--- src/rtl/pte_rc_writer.sv ---
module pte_rc_writer #(
  parameter int AW      = 56,
  parameter int REF_BIT = 8,
  parameter int CHG_BIT = 7
) (
  input  logic          clk,
  input  logic          rst_n,
  input  logic          start,
  input  logic [1:0]    acc_kind,
  input  logic [63:0]   entry_in,
  input  logic [AW-1:0] entry_addr,
  input  logic [2:0]    perm_in,
  output logic [2:0]    perm_out,
  output logic          done,
  output logic          wr_valid,
  input  logic          wr_ready,
  output logic [AW-1:0] wr_addr,
  output logic [63:0]   wr_data
);

  localparam logic [1:0]  KIND_STORE = 2'd1;
  localparam logic [63:0] REF_MASK   = 64'd1 << REF_BIT;
  localparam logic [63:0] CHG_MASK   = 64'd1 << CHG_BIT;

  logic          is_store;
  logic [63:0]   next_entry;
  logic [2:0]    perm_granted;
  logic          needs_write;
  logic          pend;
  logic [2:0]    perm_q;
  logic [63:0]   data_q;
  logic [AW-1:0] addr_q;

  assign is_store     = (acc_kind == KIND_STORE);
  assign next_entry   = entry_in | REF_MASK | (is_store ? CHG_MASK : 64'd0);
  assign perm_granted = is_store ? perm_in : (perm_in & 3'b101);
  assign needs_write  = (next_entry != entry_in);

  always_ff @(posedge clk) begin
    if (!rst_n) begin
      pend   <= 1'b0;
      done   <= 1'b0;
      perm_q <= '0;
      data_q <= '0;
      addr_q <= '0;
    end else begin
      done <= 1'b0;
      if (pend) begin
        if (wr_ready) begin
          pend <= 1'b0;
          done <= 1'b1;
        end
      end else if (start) begin
        perm_q <= perm_granted;
        data_q <= next_entry;
        addr_q <= entry_addr;
        if (needs_write) pend <= 1'b1;
        else             done <= 1'b1;
      end
    end
  end

  assign wr_valid = pend;
  assign wr_data  = data_q;
  assign wr_addr  = addr_q;
  assign perm_out = perm_q;

  AST_REF_IN_WRITE: assert property (@(posedge clk) disable iff (!rst_n) wr_valid |-> wr_data[REF_BIT]);
  AST_CHG_ON_STORE: assert property (@(posedge clk) disable iff (!rst_n) (start && !wr_valid && acc_kind == KIND_STORE) |=> (done || wr_data[CHG_BIT]));
  AST_NO_WR_PERM: assert property (@(posedge clk) disable iff (!rst_n) (start && !wr_valid && acc_kind != KIND_STORE) |=> !perm_out[1]);
  AST_REQ_HOLD: assert property (@(posedge clk) disable iff (!rst_n) (wr_valid && !wr_ready) |=> (wr_valid && $stable(wr_data) && $stable(wr_addr) && $stable(perm_out)));
  AST_DONE_AFTER_ACCEPT: assert property (@(posedge clk) disable iff (!rst_n) (wr_valid && wr_ready) |=> (done && !wr_valid));
  AST_DONE_PULSE: assert property (@(posedge clk) disable iff (!rst_n) done |=> !done);

endmodule

--- config.mk ---
export PLATFORM = sky130hd
export DESIGN_NAME = pte_rc_writer
export DESIGN_NICKNAME = d
export VERILOG_FILES = /design/src/rtl/pte_rc_writer.sv
export SDC_FILE = /design/constraint.sdc
export NUM_CORES = 1
export LEC_CHECK = 0
export ABC_AREA = 1
export BUFFER_PORTS_ARGS = -buffer_cell sky130_fd_sc_hd__buf_2
export CAP_MARGIN = 40
export CORE_UTILIZATION = 40
export CTS_BUF_LIST = sky130_fd_sc_hd__clkbuf_8
export DETAILED_ROUTE_END_ITERATION = 12
export HOLD_SLACK_MARGIN = 0.12
export PLACE_DENSITY = 0.83
export RECOVER_POWER = 50
export SETUP_SLACK_MARGIN = 0.1
export SYNTH_ARGS = -nofsm -noshare
export SYNTH_HDL_FRONTEND = slang
export SYNTH_SLANG_ARGS = --single-unit
--- constraint.sdc ---
create_clock -name clk -period 2.9 [get_ports clk]
set_input_delay 0.435 -clock clk [delete_from_list [all_inputs] [get_ports clk]]
set_output_delay 0.435 -clock clk [all_outputs]
set_load 0.02 [all_outputs]
======== Word-level counts from Yosys, hierarchy flattened ========
Index checks and enable logic that the tools add are counted.
storage, ports and cells
  flip-flop bits (word level) ............. 125
  input port bits ......................... 129
  output and inout port bits .............. 125
  logic and storage cells ................. 20
operators by class
  eq/ne operators ......................... 2
  multiplexer cells ....................... 10
  bitwise logic cells ..................... 2
  reductions and logical operators ........ 1
operator list
  operator                                              number
  != test 64 bit                                        1
  bitwise OR 64 x 8 -> 64 bit                           1
  two-way mux 1 bit                                     8
  two-way mux 8 bit                                     1
  equality test 2 x 1 -> 1 bit (second input constant)  1
  two-way mux 2 bit                                     1
  AND reduction 2 bit                                   1
  NOT 1 bit                                             1

======== Longest topological paths before layout ========
  depth after elaboration ................. 7
  gate-level depth with buffers ........... 7
  gate-level depth less buffers ........... 5

======== Worst setup path after synthesis ========
Ideal clock, no wire load.
  path kind ............................... register to register
  start ................................... reg pend, in the netlist wr_valid
  end ..................................... reg data_q[10], in the netlist wr_data[10]
  library setup time ...................... 0.116 ns
  data arrival time ....................... 1.039 ns
  required time ........................... 2.784 ns
  slack ................................... 1.745 ns
  cell stages (with the launch flop) ...... 8
  buffers on the path ..................... 2
  period minus slack after synthesis ...... 1.155 ns
  path through ............................ dfxtp_1 > inv_2 > nand2_4 > inv_4 > buf_6 > buf_6 > nor2_1 > nor2_1
between the ends
  cells in the longest elaborated chain, start to end .. 2
RTL lines
  item                                  RTL line  text
  start, declared                       29        logic pend;
  start signal, assigned                41        pend <= 1'b0;
  start signal, assigned                50        pend <= 1'b0;
  start signal, assigned                57        if (needs_write) pend <= 1'b1;
  NOT 1 bit (no source line)            -
  AND reduction 2 bit (no source line)  -
  end signal, assigned                  55        data_q <= next_entry;
  end, declared                         31        logic [63:0] data_q;
Every way passes these cells.
A chain may end at the register's enable or synchronous reset.

======== Final worst setup path ========
  start ................................... reg pend, in the netlist wr_valid
  end ..................................... reg addr_q[39], in the netlist wr_addr[39]
between the ends
  cells in the longest elaborated chain, start to end .. 2
RTL lines
  item                                  RTL line  text
  NOT 1 bit (no source line)            -
  AND reduction 2 bit (no source line)  -
  end signal, assigned                  56        addr_q <= entry_addr;
  end, declared                         32        logic [AW-1:0] addr_q;
Every way passes these cells.

==> results by group <==
Status
  • Outcome: finished clean

Synth
  • Synth warnings: 0
  • Dominant cell type by area after synthesis: dfxtp_1
  • Mapped Nets: between 600 and 700
  • Mapped cell area: ~4400 µm²
  • Synth area leaders: dfxtp_1 (58%), nor2_1 (21%), o21ai_0 (12%)
  • Number of distinct library cells after synthesis: 18
  • Number of synthesized flops with an enable pin: 0
  • Top-count cell post-synth: nor2_1
  • Post-synth top cells: nor2_1 (244), dfxtp_1 (125), o21ai_0 (104)
  • Seq/Total Area, Yosys: 57.50%
  • Ys flop type: dfxtp_1
  • Avg Synthesized Cell Area: 7.941 µm²
  • Synthesized flop and latch total: between 100 and 150
  • Post-synth ARST share: 0%
  • Yosys top cell area share: 57.50%
  • Syn Inst Count: roughly 550

Floorplanning
  • Die Ht: 106.3 µm
  • FP Rows: 37
  • Die W: approximately 110 µm
  • I/O pins: around 250
  • Placeable Area: between 10000 and 15000 µm²
  • Die area: around 11000 µm²
  • Initial Util: 41.78%

Place
  • Final estimated routing congestion in global placement: just under 0.8
  • Hpwl dp: 7837 µm
  • # port buffers: about 250

Power
  • Combinational share of power: 16.3%
  • P_int: between 0.002 and 0.003 W
  • VDD IR max: 0.4839 mV
  • Switch Pwr: 0.001147 W
  • Leak Pwr: ~2.6 nW
  • Overall Power: 0.004052 W
  • Clock network power share: approximately 36%
  • Flop pwr share: between 40 and 50%
  • PwrDens: 694.4 nW/µm²
  • Switching portion of total power: around 28%

Worst setup path
  • Critical path class: register to register
  • Worst path bufs/invs: 2
  • Largest delay share family, worst path: buffers and inverters
  • Slowest stage cell, crit path: buf_4
  • Top fanout value on the critical path: 80
  • Worst path required time: about 3.3 ns
  • CP peak stage delay: roughly 0.6 ns
  • WP data arrival: 2.18 ns
  • Worst-path cell chain: inv_2 > nand2_4 > buf_4 > o21ai_0 > nor2_1
  • CP Capture Type: register
  • Startpoint type of the worst setup path: register

Drt
  • Routed met3 length: around 1100 µm
  • DR top layer: met4
  • First-pass DRT Iterations: 4
  • 1st-iter DRT viols: 345
  • Drt wl/cell: 12.34 µm
  • Vias per inst: 4.614
  • Met2 WL post-DR: approximately 5500 µm
  • Final ANT Viol Nets: 0
  • Remaining DRCs: 0
  • Met1 wire length: between 4000 and 5000 µm
  • Via count: about 4.3k
  • DRT Wirelength: around 12000 µm

Clocking
  • Num CTS Buffers: 17
  • Clock transition at path regs: approximately 0.070 ns
  • CTS tree: done
  • Clock Tree Root: clkbuf_8
  • CTS sink cnt: 125
  • Post-CTS setup buffer count: 0
  • Hold Buf Count CTS: 0
  • Clk_lat worst skew: around 0.43 ns
  • Post-cts resize count: 0
  • H-tree Lvls: 4
  • Clk buf depth: 2

Global route
  • Initial antenna violation count: 0
  • Largest net degree at the start of global routing: about 120
  • Global-route wire length before repair: 18030 µm
  • Number of global-route vias before repair: 3937
  • Grt ovf: 0
  • GR Util All Layers: about a fifth

STA
  • Unrepaired setup endpoints after global routing: no
  • Final setup vio count: 0
  • Final worst path period need: 1.816 ns
  • Fin. Hold Viols: 0
  • Final-report max-slew violation count: 0
  • Fin Setup TNS: 0 ns
  • Setup Skew: slightly below 0.008 ns
  • Worst-margin pin slew: ~0.7 ns
  • Max Fclk: about 550 MHz
  • Hold slack final: between 0.2 and 0.25 ns
  • Slew Limit Headroom: around 53%
  • Final period utilization: a little over three fifths

Finish
  • Area delta synth->final: 34.10%
  • Combined flip-flop and latch cell area: 2502 µm²
  • Layout Nets: about 910
  • Layout cells sized above 1: about 21%
  • Layout filler cell count: just over 1k
  • Final core utilization: ~56%
  • Area of the multi-input gates: around 1600 µm²
  • ANT cells: 0

Hold path
  • Hold Path Class: primary input to register

Flow run
  • Max Cap Viol: 0
-- kinds of logic (layout without fill, tap and decap cells) --
kind of cell    Yosys count  after routing  share of synthesized area, %
buf+inv                  45            293                         5.980
compound gates          124            124                         14.26
flops                   125            125                         57.50
simple gates            254            254                         22.25
-- area by class of cell --
class	count	area share, %
flip-flops and latches	125	42.88
multi-input cells	378	27.23
repair buffers	257	19.96
clock buffers	21	4.953
well taps	136	2.916
clock inverters	9	1.630
inverters	6	0.4288
-- stage by stage --
step                      setup slack [ns]  std cells  cell area [µm²]
after floorplan                      1.745        548             4352
after global placement               1.009        902             5608
after detailed placement            0.9844        902             5608
after CTS                            1.108        932             5992
after global routing                0.8897        932             5836
final                                1.084        932             5836
-- sequential cells by signal, indices dropped and copies added, names as in the netlist --
name	cells
perm_out	3
wr_data	64
done	1
wr_valid	1
wr_addr	56
-- final timing paths --
| check | from | end | slack (ns) | cells after the start |
|---|---|---|---|---|
| worst max register to register | wr_valid | wr_addr[39] | 1.08 | 5 |
| worst min-delay path | entry_in[6] | wr_data[6] | 0.24 | 3 |
| worst min register to register | perm_out[1] | perm_out[1] | 0.47 | 2 |
| worst max-delay path | wr_valid | wr_addr[39] | 1.08 | 5 |
-- layout by cell type, fill, tap and decap left out, types with 2 or more instances in the layout --
cell / instances
nor2_1: 244
buf_2: 128
dfxtp_1: 125
clkbuf_1: 125
o21ai_0: 104
clkbuf_8: 21
o21ai_1: 17
inv_1: 6
nand2_1: 4
clkinv_2: 4
nand3_1: 3
a21oi_1: 3
bufinv_16: 2
buf_4: 2
buf_12: 2
-- power groups by stage --
| stage | Sequential, W | Clock, W | Combinational [W] |
|---|---|---|---|
| 5_1_grt | 0.00195 | 0.00157 | 0.000732 |
| 4_1_cts | 0.00193 | 0.00151 | 0.000703 |
| 2_1_floorplan | 0.00214 | 0 | 0.000265 |
| 3_5_place_dp | 0.00196 | 0 | 0.000702 |
| 3_3_place_gp | 0.00196 | 0 | 0.000691 |
| 6_report | 0.00193 | 0.00146 | 0.000661 |
-- tightest hold or removal path, cell delays in order --
cell	delay, ns
buf_2	0.07
o21ai_1	0.06
nor2_1	0.07
-- layer usage --
metal | up-vias | global-route usage [%]
met5 | - | 0
met4 | 0 | 10.42
met3 | 19 | 7.725
met2 | 178 | 34.55
met1 | 1890 | 22.31
li1 | 2213 | -
(Power assumes the default switching activity.)
